--- src/rtl/fs_pkg.sv ---
package fs_pkg;

  typedef enum logic [1:0] {
    PD_REL    = 2'b00,
    PD_WEAK   = 2'b01,
    PD_MED    = 2'b10,
    PD_STRONG = 2'b11
  } pdCode_e;

  typedef enum logic [1:0] {
    ST_OFF   = 2'd0,
    ST_SOFT  = 2'd1,
    ST_RUN   = 2'd2,
    ST_LATCH = 2'd3
  } supState_e;

  // control -> datapath strobes
  typedef struct packed {
    logic ssCount;
    logic ssClear;
    logic qualEn;
  } ctlStrobe_t;

  // datapath -> control status
  typedef struct packed {
    logic ssDone;
    logic ocTrip;
    logic scTrip;
  } dpStatus_t;

endpackage

--- src/rtl/fs_dp.sv ---
module fs_dp
  import fs_pkg::*;
#(
  parameter int PG_DLY_CYC = 27500,
  parameter int OC_WIN_CYC = 200,
  parameter int SC_WIN_CYC = 100
) (
  input  logic       clk,
  input  logic       rst_n,
  input  ctlStrobe_t ctl,
  input  logic       pulseStb,
  input  logic       ocFlag,
  input  logic       scFlag,
  output dpStatus_t  status
);

  localparam int SS_W = $clog2(PG_DLY_CYC + 1);
  localparam int OC_W = $clog2(OC_WIN_CYC + 1);
  localparam int SC_W = $clog2(SC_WIN_CYC + 1);
  localparam logic [SS_W-1:0] SS_LAST = SS_W'(PG_DLY_CYC - 1);
  localparam logic [OC_W-1:0] OC_END  = OC_W'(OC_WIN_CYC);
  localparam logic [SC_W-1:0] SC_END  = SC_W'(SC_WIN_CYC);

  logic [SS_W-1:0] ssCnt;
  logic [OC_W-1:0] ocCnt;
  logic [SC_W-1:0] scCnt;
  logic            ocArmed;

  // soft-start delay counter, paused when ssCount is low
  always_ff @(posedge clk or negedge rst_n) begin
    if (!rst_n) begin
      ssCnt <= '0;
    end else if (ctl.ssClear) begin
      ssCnt <= '0;
    end else if (ctl.ssCount && (ssCnt != SS_LAST)) begin
      ssCnt <= ssCnt + 1'b1;
    end
  end

  // overcurrent window: every pulse inside it must carry the flag
  always_ff @(posedge clk or negedge rst_n) begin
    if (!rst_n) begin
      ocArmed <= 1'b0;
      ocCnt   <= '0;
    end else if (!ctl.qualEn) begin
      ocArmed <= 1'b0;
      ocCnt   <= '0;
    end else if (pulseStb && !ocFlag) begin
      ocArmed <= 1'b0;
      ocCnt   <= '0;
    end else if (pulseStb && ocFlag && !ocArmed) begin
      ocArmed <= 1'b1;
      ocCnt   <= '0;
    end else if (ocArmed && (ocCnt != OC_END)) begin
      ocCnt <= ocCnt + 1'b1;
    end
  end

  // short-circuit persistence counter
  always_ff @(posedge clk or negedge rst_n) begin
    if (!rst_n) begin
      scCnt <= '0;
    end else if (!ctl.qualEn || !scFlag) begin
      scCnt <= '0;
    end else if (scCnt != SC_END) begin
      scCnt <= scCnt + 1'b1;
    end
  end

  always_comb begin
    status.ssDone = (ssCnt == SS_LAST);
    status.ocTrip = ocArmed && (ocCnt == OC_END);
    status.scTrip = (scCnt == SC_END);
  end

  AST_OC_WINDOW_BOUND: assert property (@(posedge clk) disable iff (!rst_n)
    ocArmed |-> (ocCnt <= OC_END));

  AST_OC_RESTART: assert property (@(posedge clk) disable iff (!rst_n)
    (ctl.qualEn && pulseStb && !ocFlag) |=> !status.ocTrip);

  AST_SC_BREAK: assert property (@(posedge clk) disable iff (!rst_n)
    (ctl.qualEn && !scFlag) |=> !status.scTrip);

endmodule

--- src/rtl/fs_ctrl.sv ---
module fs_ctrl
  import fs_pkg::*;
(
  input  logic       clk,
  input  logic       rst_n,
  input  logic       enIn,
  input  logic       supplyOk,
  input  logic       uvFlag,
  input  logic       ovRise,
  input  logic       ovAboveFall,
  input  logic       otFlag,
  input  dpStatus_t  status,
  output ctlStrobe_t ctl,
  output logic       pwmRun,
  output logic       forceOff,
  output logic       lowSideOn,
  output logic       pgoodRel,
  output logic [1:0] pdCode
);

  supState_e state, stateNext;
  pdCode_e   faultCode, faultNext;
  logic      ovLs, ovLsNext;
  logic      live, active, faultHit;
  pdCode_e   faultPick;

  assign live   = enIn && supplyOk;
  assign active = (state == ST_SOFT) || (state == ST_RUN);

  // fault selection with fixed priority
  always_comb begin
    faultHit  = 1'b0;
    faultPick = PD_WEAK;
    if (status.ocTrip || status.scTrip) begin
      faultHit  = 1'b1;
      faultPick = PD_STRONG;
    end else if (ovRise) begin
      faultHit  = 1'b1;
      faultPick = PD_MED;
    end else if ((state == ST_RUN) && uvFlag) begin
      faultHit  = 1'b1;
      faultPick = PD_WEAK;
    end
  end

  always_comb begin
    stateNext = state;
    faultNext = faultCode;
    if (!live) begin
      stateNext = ST_OFF;
      faultNext = PD_WEAK;
    end else begin
      unique case (state)
        ST_OFF: stateNext = ST_SOFT;
        ST_SOFT, ST_RUN: begin
          if (faultHit) begin
            stateNext = ST_LATCH;
            faultNext = faultPick;
          end else if ((state == ST_SOFT) && status.ssDone && !otFlag) begin
            stateNext = ST_RUN;
          end
        end
        default: stateNext = ST_LATCH;
      endcase
    end
  end

  // crowbar hysteresis, only under an overvoltage latch
  always_comb begin
    if ((stateNext == ST_LATCH) && (faultNext == PD_MED)) begin
      ovLsNext = ovRise || (ovLs && ovAboveFall);
    end else begin
      ovLsNext = 1'b0;
    end
  end

  always_ff @(posedge clk or negedge rst_n) begin
    if (!rst_n) begin
      state     <= ST_OFF;
      faultCode <= PD_WEAK;
      ovLs      <= 1'b0;
    end else begin
      state     <= stateNext;
      faultCode <= faultNext;
      ovLs      <= ovLsNext;
    end
  end

  always_comb begin
    ctl.ssCount = (state == ST_SOFT) && !otFlag;
    ctl.ssClear = (state != ST_SOFT);
    ctl.qualEn  = active && live && !otFlag;
  end

  assign pwmRun    = active && live && !otFlag;
  assign forceOff  = !pwmRun;
  assign lowSideOn = ovLs && !otFlag;
  assign pgoodRel  = (state == ST_RUN);

  always_comb begin
    unique case (state)
      ST_RUN:   pdCode = PD_REL;
      ST_LATCH: pdCode = faultCode;
      default:  pdCode = PD_WEAK;
    endcase
  end

  AST_OFF_AFTER_DROP: assert property (@(posedge clk) disable iff (!rst_n)
    !live |=> (!pgoodRel && (pdCode == PD_WEAK) && !lowSideOn));

  AST_EN_STOPS: assert property (@(posedge clk) disable iff (!rst_n)
    !enIn |=> (state == ST_OFF));

  AST_UV_MASKED: assert property (@(posedge clk) disable iff (!rst_n)
    ((state == ST_SOFT) && live && !ovRise && !status.ocTrip && !status.scTrip)
      |=> (state != ST_LATCH));

  AST_LATCH_HOLD: assert property (@(posedge clk) disable iff (!rst_n)
    ((state == ST_LATCH) && live) |=> ((state == ST_LATCH) && (faultCode == $past(faultCode))));

  AST_LS_ONLY_OV: assert property (@(posedge clk) disable iff (!rst_n)
    lowSideOn |-> ((state == ST_LATCH) && (faultCode == PD_MED)));

  AST_OT_NO_LATCH: assert property (@(posedge clk) disable iff (!rst_n)
    ((state == ST_RUN) && otFlag && live && !uvFlag && !ovRise) |=> (state == ST_RUN));

endmodule

--- src/rtl/fault_supervisor.sv ---
module fault_supervisor
  import fs_pkg::*;
#(
  parameter int PG_DLY_CYC = 27500,
  parameter int OC_WIN_CYC = 200,
  parameter int SC_WIN_CYC = 100
) (
  input  logic       clk,
  input  logic       rst_n,
  input  logic       enIn,
  input  logic       supplyOk,
  input  logic       uvFlag,
  input  logic       ovRise,
  input  logic       ovAboveFall,
  input  logic       ocFlag,
  input  logic       scFlag,
  input  logic       otFlag,
  input  logic       pulseStb,
  output logic       pwmRun,
  output logic       forceOff,
  output logic       lowSideOn,
  output logic       pgoodRel,
  output logic [1:0] pdCode
);

  ctlStrobe_t ctl;
  dpStatus_t  status;

  fs_ctrl u_ctrl (
    .clk         (clk),
    .rst_n       (rst_n),
    .enIn        (enIn),
    .supplyOk    (supplyOk),
    .uvFlag      (uvFlag),
    .ovRise      (ovRise),
    .ovAboveFall (ovAboveFall),
    .otFlag      (otFlag),
    .status      (status),
    .ctl         (ctl),
    .pwmRun      (pwmRun),
    .forceOff    (forceOff),
    .lowSideOn   (lowSideOn),
    .pgoodRel    (pgoodRel),
    .pdCode      (pdCode)
  );

  fs_dp #(
    .PG_DLY_CYC (PG_DLY_CYC),
    .OC_WIN_CYC (OC_WIN_CYC),
    .SC_WIN_CYC (SC_WIN_CYC)
  ) u_dp (
    .clk      (clk),
    .rst_n    (rst_n),
    .ctl      (ctl),
    .pulseStb (pulseStb),
    .ocFlag   (ocFlag),
    .scFlag   (scFlag),
    .status   (status)
  );

endmodule

--- config.mk ---
export PLATFORM = sky130hd
export DESIGN_NAME = fault_supervisor
export DESIGN_NICKNAME = d
export VERILOG_FILES = /design/src/rtl/fs_pkg.sv /design/src/rtl/fs_dp.sv /design/src/rtl/fs_ctrl.sv /design/src/rtl/fault_supervisor.sv
export SDC_FILE = /design/constraint.sdc
export NUM_CORES = 1
export LEC_CHECK = 0
export ABC_AREA = 0
export BUFFER_PORTS_ARGS = -buffer_cell sky130_fd_sc_hd__buf_2
export CAP_MARGIN = 20
export CORE_ASPECT_RATIO = 1.75
export CORE_MARGIN = 5
export CORE_UTILIZATION = 45
export CTS_CLUSTER_DIAMETER = 150
export DETAILED_ROUTE_END_ITERATION = 12
export PLACE_DENSITY = 0.71
export SLEW_MARGIN = 10
export SYNTH_ARGS = -nofsm -noshare
export SYNTH_HDL_FRONTEND = slang
export SYNTH_SLANG_ARGS = --single-unit
export TNS_END_PERCENT = 20
--- constraint.sdc ---
create_clock -name clk -period 1.71 [get_ports clk]
set_input_delay 0.2565 -clock clk [delete_from_list [all_inputs] [get_ports clk]]
set_output_delay 0.2565 -clock clk [all_outputs]
set_load 0.005 [all_outputs]
==> results.yml, run 1 <==
outcome:
  status: "finished, violations left"
  violations: "hold timing, setup timing"
placed_design:
  dp_hpwl_um: 3240
  globalplace.congestion: 0.827
  portBuffers: 16
  place_ws_ns: -0.0856
logic_synthesis:
  yosys_register_bits: 36
  syn-mean-instance-area_um2: 9.70
  seq_area_frac_synth_pct: 43.6
  synth_compound_area_share_pct: 10.6
  synth_nets: 234
  synthSimpleGateAreaFrac_pct: 26.5
  synth_edf_count: 0
  synth_cells: 213
  async_reset_ff_share_pct: 100
  syn_area_um2: 2070
  synth_warnings: 0
  synth_adder_area_share_pct: 6.05
  ys.flop_type: "dfrtp_1"
  synth_top_family_by_area: "simple AND/OR/NAND/NOR gates"
  yosysUniqueCellTypes: 43
  muxShareOfSynthArea_pct: 3.93
  synthXorXnorAreaFrac_pct: 5.93
timing:
  finalMaxSlewViolations: 0
  min_period_ns: 1.74
  max_freq_mhz: 574
  worstMarginPinSlew_ns: 0.465
  hold_slack_ns: -0.00445
  relSlewSlack_pct: 69.0
  hold_viol: 4
  fin_ws_ns: -0.0307
  clock_skew_ns: 0.00236
  rsz0062_at_grt: "true"
  finalSetupViolations: 2
  fin_crit_sh_pct: 102
power:
  internal_power_uw: 1690
  p_comb_share_pct: 10.3
  p_sw_uw: 452
  p_leak_uw: 0.00119
  ir_drop_v: 0.000840
  p_sw_share_pct: 21.1
  seqPwrFrac_pct: 40.6
  total_power_uw: 2140
  p_clk_share_pct: 49.1
  power_density_nw_per_um2: 810
floorplanning:
  fp.dieH_um: 99.7
  die_area_um2: 6100
  initial_core_util_pct: 46.5
  num_rows: 32
  die_w_um: 61.2
  core_um2: 4440
  ios: 17
global_route:
  grtUsageTotal_pct: 15.8
  grt_pass1_wl_um: 7370
  grt-ovfl-total: 0
  grt_max_degree: 37
  grt_pass1_vias: 1706
  antenna_found_initial: 0
setup_path:
  start_kind: "flip-flop"
  r2r-start: "u_dp.ssCnt[0]$_DFFE_PN0P_"
  reg2reg_to: "u_ctrl.state[0]$_DFF_PN0_"
  worstPathMaxFanout: 3
  cp.arrival_ns: 1.91
  endpoint: "u_ctrl.state[0]$_DFF_PN0_"
  crit_type: "flip-flop to flip-flop"
  worst-r2r-cell-count: 6
  cp.required_ns: 1.88
  critPathCaptureType: "flip-flop"
  startpoint: "u_dp.ssCnt[0]$_DFFE_PN0P_"
  r2r_slack_ns: -0.03
detailed_routing:
  drc: 0
  dr.pass1.iters: 4
  drt_iter0_markers: 52
  vias_per_cell: 5.58
  vias: 1729
  routedWlPerCell_um: 14.9
  ant_nets: 0
  drt_wl_total_um: 4630
layout:
  num-nets-final: 279
  area_growth_pct: 27.8
  nFillCells: 359
  num_antenna_cells: 0
  drive_gt1_share_pct: 28.6
  fin_util_pct: 59.4
clock_tree:
  clk_latency_ns: 0.29
  clkTransAtPathRegs_ns: 0.08
  cts-root-buf: "clkbuf_8"
  cts_num_sinks: 36
  numCtsBuffers: 5
  h-tree-depth: 2
  postCtsHoldBufs: 0
  cts_tree: "yes"
  clk_path_buf_depth: 2
flow_run:
  cap_violations: 0
hold_path:
  hold_path_class: "input port to asynchronous set/reset pin"
-- worst min-delay path by stage --
stage	start	to	slack, ns
6_report	rst_n	u_ctrl.faultCode[1]$_DFF_PN0_	-0.004
5_1_grt	rst_n	u_ctrl.faultCode[1]$_DFF_PN0_	0.03
4_1_cts	rst_n	u_ctrl.faultCode[1]$_DFF_PN0_	0.01
3_5_place_dp	rst_n	u_ctrl.faultCode[1]$_DFF_PN0_	0.32
3_3_place_gp	rst_n	u_ctrl.faultCode[1]$_DFF_PN0_	0.33
2_1_floorplan	rst_n	u_ctrl.faultCode[1]$_DFF_PN0_	-0.04
-- state kept, by name (all words and copies together), names as in the netlist --
name	count
u_dp.ssCnt	15
u_dp.ocArmed	1
u_ctrl.state	2
u_ctrl.ovLs	1
u_dp.ocCnt	8
u_dp.scCnt	7
u_ctrl.faultCode	2
-- area by class of cell --
class                           count  area, um2  area share (%)
Clock buffer                        5       68.8            2.61
Inverter                           12       45.0            1.71
Multi-Input combinational cell    162       1200            45.4
Tap cell                           51       63.8            2.42
Sequential cell                    36        902            34.2
Timing Repair Buffer               41        272            10.3
Clock inverter                      3       90.1            3.41
-- timing repair --
action / CTS / global route
setup endpoints to repair: 22 / 17
gates cloned: 0 / 1
pin swaps: 8 / 6
buffers inserted: 2 / 0
gates resized for setup: 11 / 9
-- synth_stat cells, drive strengths merged, types with 3 or more instances --
master,n,area [um2]
dfrtp,35,876
nor2,23,86.3
nand2,21,78.8
a21oi,12,60.1
inv,12,45.0
and2,11,68.8
ha,10,125
nand4,10,62.6
xnor2,9,78.8
nand3,8,40.0
mux2i,7,70.1
o21ai,7,35.0
nor3,6,35.0
xor2,5,43.8
nand2b,3,18.8
-- power by group through the flow --
| stage | combinational [uW] | clock [uW] | sequential, uW |
|---|---|---|---|
| after global placement | 179 | 0 | 883 |
| after detailed placement | 181 | 0 | 884 |
| final | 221 | 1050 | 867 |
| after floorplan | 96.7 | 0 | 885 |
| after global routing | 242 | 1100 | 867 |
| after CTS | 199 | 1060 | 866 |
-- cells in the final DEF (no fill, tap or decap), types with 2 or more instances in the layout --
| cell | netlist | routed |
|---|---|---|
| dfrtp_1 | 35 | 35 |
| buf_4 | 0 | 24 |
| nor2_1 | 23 | 23 |
| nand2_1 | 21 | 21 |
| buf_2 | 1 | 16 |
| a21oi_1 | 12 | 12 |
| and2_1 | 11 | 11 |
| nand4_1 | 10 | 10 |
| xnor2_1 | 9 | 9 |
| inv_1 | 12 | 8 |
| nand3_1 | 8 | 8 |
| mux2i_1 | 7 | 7 |
| o21ai_0 | 7 | 6 |
| ha_1 | 10 | 6 |
| xor2_1 | 5 | 5 |
| clkbuf_8 | 0 | 5 |
| inv_2 | 0 | 4 |
| nor3_1 | 5 | 4 |
| ha_4 | 0 | 4 |
| bufinv_16 | 0 | 3 |
| nand3b_1 | 2 | 2 |
| nor3_2 | 1 | 2 |
| nand2b_1 | 3 | 2 |
| a21o_1 | 2 | 2 |
| nor2b_1 | 2 | 2 |
| and3_1 | 2 | 2 |
| or3_1 | 2 | 2 |
-- metrics by stage --
step	cell area, um2	instances	TNS [ns]
2_1_floorplan	2070	213	0
3_3_place_gp	2370	300	-0.0375
3_5_place_dp	2370	300	-0.351
4_1_cts	2580	309	-0.0296
5_1_grt	2640	310	-0.359
6_report	2640	310	-0.0393
-- cell families after synthesis --
logic type / after synthesis
adder cells (fa/ha/maj): 10
AO/OA/AOI/OAI: 30
AND/OR/NAND/NOR: 99
buffers and inverters: 16
multiplexers: 8
XOR/XNOR: 14
flip-flops: 36
-- layer usage --
| layer | wire length [um] | GRT usage, % | share of wire, % | up-vias |
|---|---|---|---|---|
| met1 | 1820 | 17.7 | 39 | 830 |
| li1 | - | - | - | 838 |
| met4 | 145 | 6.68 | 3.1 | 0 |
| met2 | 2490 | 27.7 | 54 | 43 |
| met5 | 0 | 0 | 0 | - |
| met3 | 169 | 3.38 | 3.7 | 18 |
-- worst max-delay path, stage by stage, from the launching register on --
cell	delay, ns
dfrtp_1	0.37
ha_1	0.19
and4_4	0.25
nand4_1	0.16
o21a_1	0.26
a221oi_4	0.30
nor2_1	0.09
No activity file was read; power rests on OpenSTA's default activity.
==> inputs of run 2 (changes only) <==
--- a/config.mk
+++ b/config.mk
@@ -14,6 +14,7 @@
 export CTS_CLUSTER_DIAMETER = 150
 export DETAILED_ROUTE_END_ITERATION = 12
 export PLACE_DENSITY = 0.71
+export SKIP_LAST_GASP = 1
 export SLEW_MARGIN = 10
 export SYNTH_ARGS = -nofsm -noshare
 export SYNTH_HDL_FRONTEND = slang
==> run 2 against run 1 <==
  * The run still ends with hold timing, setup timing left
  * Largest cell class unchanged
  * Clock power about the same
  * Die area unchanged
  * Critical endpoint is now u_ctrl.ovLs$_DFF_PN0_
  * Clock-buffer cell count unchanged
  * Critical path depth up 1
==> results.yml, run 2 (synthesis gave the netlist of run 1 again) <==
global_route:
  grt_pass1_wl_um: 7370
  grt_pass1_vias: 1708
  grt_max_degree: 37
  top_usage_layer: "met2"
  use_met2_pct: 27.7
  grtUsageMet3_pct: 3.38
  grtUsageTotal_pct: 15.8
  grt-ovfl-total: 0
  met1_usage_pct: 17.7
  antenna_found_initial: 0
layout:
  final_common_cell: "dfrtp_1"
  regMostFlops: "u_dp.ssCnt"
  largest_reg_flops: 15
  mostFrequentLayoutCells: "35 x dfrtp_1, 30 x buf_4, 23 x nor2_1, 21 x nand2_1, 16 x buf_2"
  num_antenna_cells: 0
  drive_gt1_share_pct: 30.9
  fin_cells: 316
  largestRegisters: "u_dp.ssCnt: 15 flops, u_dp.ocCnt: 8 flops, u_dp.scCnt: 7 flops"
  num-nets-final: 285
  area_growth_pct: 30.3
power:
  power_density_nw_per_um2: 797
  ir_drop_v: 0.000839
  total_power_uw: 2150
  p_leak_uw: 0.00122
clock_tree:
  cts-root-buf: "clkbuf_8"
  clkTransAtPathRegs_ns: 0.08
  h-tree-depth: 2
  numCtsBuffers: 5
  cts_tree: "yes"
  clk_latency_ns: 0.29
  clk_path_buf_depth: 2
  cts_num_sinks: 36
  postCtsHoldBufs: 0
setup_path:
  worstPathMaxFanout: 4
  start_kind: "flip-flop"
  reg2reg_to: "u_ctrl.ovLs$_DFF_PN0_"
  cp.arrival_ns: 1.93
  worst-r2r-cell-count: 7
  r2r-start: "u_dp.ocCnt[0]$_DFFE_PN0P_"
  critPathCaptureType: "flip-flop"
  cp.required_ns: 1.91
  r2r_slack_ns: -0.02
  crit_type: "flip-flop to flip-flop"
detailed_routing:
  vias_per_cell: 5.49
  ant_nets: 0
  drt_wl_total_um: 4670
  dr.pass1.iters: 4
  drc: 0
  routedWlPerCell_um: 14.8
  drt_iter0_markers: 78
  vias: 1736
timing:
  worstMarginPinSlew_ns: 0.464
  relSlewSlack_pct: 69.1
  finalSetupViolations: 2
  clock_skew_ns: 0.00422
  fin_ws_ns: -0.0226
  rsz0062_at_grt: "true"
  min_period_ns: 1.73
  hold_viol: 5
  fin_crit_sh_pct: 101
  max_freq_mhz: 577
  hold_slack_ns: -0.00781
  finalMaxSlewViolations: 0
floorplanning:
  die_area_um2: 6100
  ios: 17
  num_rows: 32
  fp.dieH_um: 99.7
  core_um2: 4440
  die_w_um: 61.2
  initial_core_util_pct: 46.5
flow_run:
  cap_violations: 0
hold_path:
  hold_path_class: "input port to asynchronous set/reset pin"
placed_design:
  placed_cells: 300
  portBuffers: 16
  globalplace.congestion: 0.827
  dp_hpwl_um: 3240
outcome:
  status: "finished, violations left"
  violations: "hold timing, setup timing"
-- run 2: cell types whose count changed in the layout (fill, tap and decap cells not counted), sizes merged --
cell  delta
buf      +6
-- run 2: area by class of cell --
class / instances / area (um2)
Clock inverter: 3 / 90.1
Sequential cell: 36 / 902
Inverter: 12 / 45.0
Fill cell: 348 / 1750
Clock buffer: 5 / 68.8
Tap cell: 51 / 63.8
Multi-Input combinational cell: 162 / 1210
Timing Repair Buffer: 47 / 317
-- run 2: how the worst max path moves through the flow --
| stage | cells past startpoint | slack, ns | from | endpoint |
|---|---|---|---|---|
| final | 7 | -0.02 | u_dp.ocCnt[0]$_DFFE_PN0P_ | u_ctrl.ovLs$_DFF_PN0_ |
| after global routing | 7 | -0.09 | u_dp.ocCnt[0]$_DFFE_PN0P_ | u_ctrl.ovLs$_DFF_PN0_ |
| after CTS | 9 | -0.02 | u_ctrl.state[0]$_DFF_PN0_ | u_dp.ssCnt[13]$_DFFE_PN0P_ |
| after detailed placement | 7 | -0.09 | u_ctrl.state[0]$_DFF_PN0_ | u_dp.scCnt[2]$_DFFE_PN0P_ |
| after global placement | 7 | -0.03 | u_dp.ocCnt[0]$_DFFE_PN0P_ | u_ctrl.ovLs$_DFF_PN0_ |
| after floorplan | 7 | 0.02 | u_dp.ssCnt[0]$_DFFE_PN0P_ | u_dp.ssCnt[12]$_DFFE_PN0P_ |
-- run 2: routing by layer --
metal,wire length [um],part of all wire [%],vias to the layer above
met5,0,0,-
met3,163,3.5,8
met4,82,1.8,0
met2,2580,55,37
li1,-,-,851
met1,1850,40,840
-- run 2: what timing repair did --
action	4_1_cts	5_1_grt
hold endpoints to repair	0	0
setup endpoints to repair	22	17
cloned	0	1
pin swaps	7	12
gates resized for setup	11	11
buffers inserted	2	6
-- run 2: stage by stage --
stage          worst slack (ns)  util, %  area [um2]  TNS (ns)
3_3_place_gp            -0.0323     53.3        2370   -0.0375
2_1_floorplan            0.0179        -        2070         0
3_5_place_dp            -0.0856     53.3        2370    -0.351
6_report                -0.0226     60.6        2690   -0.0276
4_1_cts                 -0.0189     58.0        2580   -0.0332
5_1_grt                 -0.0930     60.6        2690    -0.473
-- run 2: power breakdown --
part	total, uW	switching (uW)	internal (uW)
logic	226	127	99.5
clock network	1050	323	730
registers	867	6.55	860
-- run 2: worst max-delay path, cell delays in order, from the launching register on --
cell and delay (ns):
dfrtp_1 0.39, inv_2 0.08, ha_4 0.11, nand4b_1 0.15, nor4b_4 0.35, a21o_1 0.23
o31ai_2 0.09, nor4_2 0.25
==> inputs of run 3 (changes only) <==
--- a/config.mk
+++ b/config.mk
@@ -13,7 +13,7 @@
 export CORE_UTILIZATION = 45
 export CTS_CLUSTER_DIAMETER = 150
 export DETAILED_ROUTE_END_ITERATION = 12
-export PLACE_DENSITY = 0.71
+export PLACE_DENSITY = 0.69
 export SKIP_LAST_GASP = 1
 export SLEW_MARGIN = 10
 export SYNTH_ARGS = -nofsm -noshare
==> constraint.sdc (replaced) <==
create_clock -name clk -period 1.65 [get_ports clk]
set_input_delay 0.2475 -clock clk [delete_from_list [all_inputs] [get_ports clk]]
set_output_delay 0.2475 -clock clk [all_outputs]
set_load 0.005 [all_outputs]
==> run 3 against run 2 <==
  * The flow still finishes with violations (hold timing, setup timing)
  * Clock skew barely moved
  * Die area unchanged
  * Sequential share of layout area up 0.25 points
  * Clock power fell by 38%
  * Flip-flop and latch count unchanged
  * Routed wire length decreased by 6.6%
  * Via count shrank 1.8%
  * Critical path type unchanged
  * Critical endpoint unchanged
==> results.yml, run 3 (synthesis gave the netlist of run 1 again) <==
detailed_routing:
  vias: 1705
  drt_iter0_markers: 57
  routedWlPerCell_um: 13.5
  drc: 0
  drt_wl_total_um: 4360
  vias_per_cell: 5.28
  ant_nets: 0
  dr.pass1.iters: 4
setup_path:
  cp.required_ns: 1.84
  cpMaxStageDelayCell: "dfrtp_1"
  path_cells: "inv_2 -> ha_4 -> nand4b_1 -> nor4b_4 -> a211o_4 -> a221oi_4 -> nor4_2"
  critPathMaxStageDelay_ns: 0.39
  worstPathMaxFanout: 4
  critPathCaptureType: "flip-flop"
  crit_type: "flip-flop to flip-flop"
  start_kind: "flip-flop"
  cp.arrival_ns: 1.89
timing:
  fin_crit_sh_pct: 103
  finalSetupViolations: 3
  max_freq_mhz: 588
  hold_viol: 5
  fin_ws_ns: -0.0501
  clock_skew_ns: 0.00433
  worstMarginPinSlew_ns: 0.466
  rsz0062_at_grt: "true"
  finalMaxSlewViolations: 0
  min_period_ns: 1.70
  hold_slack_ns: -0.00739
  relSlewSlack_pct: 68.9
outcome:
  violations: "hold timing, setup timing"
  status: "finished, violations left"
layout:
  nFillCells: 396
  fin_cells: 323
  largestRegisters: "u_dp.ssCnt: 15 flops, u_dp.ocCnt: 8 flops, u_dp.scCnt: 7 flops"
  final_common_cell: "buf_4"
  mostFrequentLayoutCells: "37 x buf_4, 35 x dfrtp_1, 22 x nor2_1, 18 x nand2_1, 15 x buf_2"
  num_antenna_cells: 0
  fin_util_pct: 60.2
  regMostFlops: "u_dp.ssCnt"
  area_growth_pct: 29.4
  largest_reg_flops: 15
  num-nets-final: 292
  drive_gt1_share_pct: 33.1
floorplanning:
  num_rows: 32
  initial_core_util_pct: 46.5
  fp.dieH_um: 99.7
  die_area_um2: 6100
  ios: 17
  core_um2: 4440
  die_w_um: 61.2
placed_design:
  place_ws_ns: -0.0838
  portBuffers: 16
  dp_hpwl_um: 3300
  placed_cells: 311
  globalplace.congestion: 0.821
clock_tree:
  cts-root-buf: "clkbuf_8"
  cts_num_sinks: 36
  h-tree-depth: 2
  clkTransAtPathRegs_ns: 0.07
  numCtsBuffers: 5
  clk_path_buf_depth: 2
  cts_tree: "yes"
  postCtsHoldBufs: 0
  clk_latency_ns: 0.29
hold_path:
  hold_path_class: "input port to asynchronous set/reset pin"
global_route:
  grt-ovfl-total: 0
  grt_pass1_wl_um: 7460
  grt_pass1_vias: 1732
  grtUsageTotal_pct: 16.2
  grt_max_degree: 37
  antenna_found_initial: 0
power:
  total_power_uw: 1790
  p_leak_uw: 0.00123
  ir_drop_v: 0.000475
  power_density_nw_per_um2: 670
flow_run:
  cap_violations: 0
run 3: path summary, 6_finish.rpt:
path	startpoint	end	slack, ns	cells past startpoint
max in group asynchronous	rst_n	u_ctrl.faultCode[0]$_DFF_PN1_	1.32	2
min in group clk	ocFlag	u_dp.ocArmed$_DFFE_PN0P_	0.23	3
max reg2reg	u_dp.ocCnt[0]$_DFFE_PN0P_	u_ctrl.ovLs$_DFF_PN0_	-0.05	7
min reg2reg	u_dp.ssCnt[9]$_DFFE_PN0P_	u_dp.ssCnt[9]$_DFFE_PN0P_	0.52	1
min	rst_n	u_ctrl.faultCode[1]$_DFF_PN0_	-0.007	2
max	u_dp.ocCnt[0]$_DFFE_PN0P_	u_ctrl.ovLs$_DFF_PN0_	-0.05	7
run 3: area by class of cell:
cell class | instances | area [um2] | area share, %
multi-input combinational | 161 | 1180 | 44.2
tap | 51 | 63.8 | 2.39
clock inverter | 1 | 7.51 | 0.281
timing repair buffer | 55 | 387 | 14.5
sequential | 36 | 902 | 33.7
inverter | 12 | 45.0 | 1.68
clock buffer | 7 | 86.3 | 3.23
run 3: stage by stage:
| stage | cell area [um2] | setup TNS (ns) |
|---|---|---|
| after detailed placement | 2450 | -0.193 |
| after global placement | 2450 | 0 |
| after global routing | 2670 | -1.60 |
| final | 2670 | -0.0878 |
| after floorplan | 2070 | -0.0867 |
| after CTS | 2630 | -0.244 |
run 3: repair_timing:
| item | 4_1_cts | 5_1_grt |
|---|---|---|
| setup endpoints to repair | 11 | 34 |
| pin swaps | 7 | 7 |
| buffers inserted | 4 | 0 |
| gates resized for setup | 13 | 13 |
| gates cloned | 0 | 0 |
run 3: worst max-delay path, delay by kind of cell (launching register included):
family	cells	cell delay, ns
buf+inv	1	0.08
simple gates	3	0.73
fa+ha+maj	1	0.11
flops	1	0.39
compound gates	2	0.29
run 3: report_power, final:
group / total (uW) / switching (uW) / leakage (uW) / internal, uW
Sequential: 898 / 6.35 / 0.000498 / 892
Combinational: 244 / 127 / 0.000689 / 117
Clock: 650 / 311 / 0.0000445 / 339
run 3: per-layer routing:
metal / part of all wire (%) / vias to the layer above / track usage (%)
li1: - / 851 / -
met1: 40 / 807 / 18.1
met2: 53 / 33 / 27.6
met3: 3.5 / 14 / 3.77
met4: 3.6 / 0 / 8.01
met5: 0 / - / 0
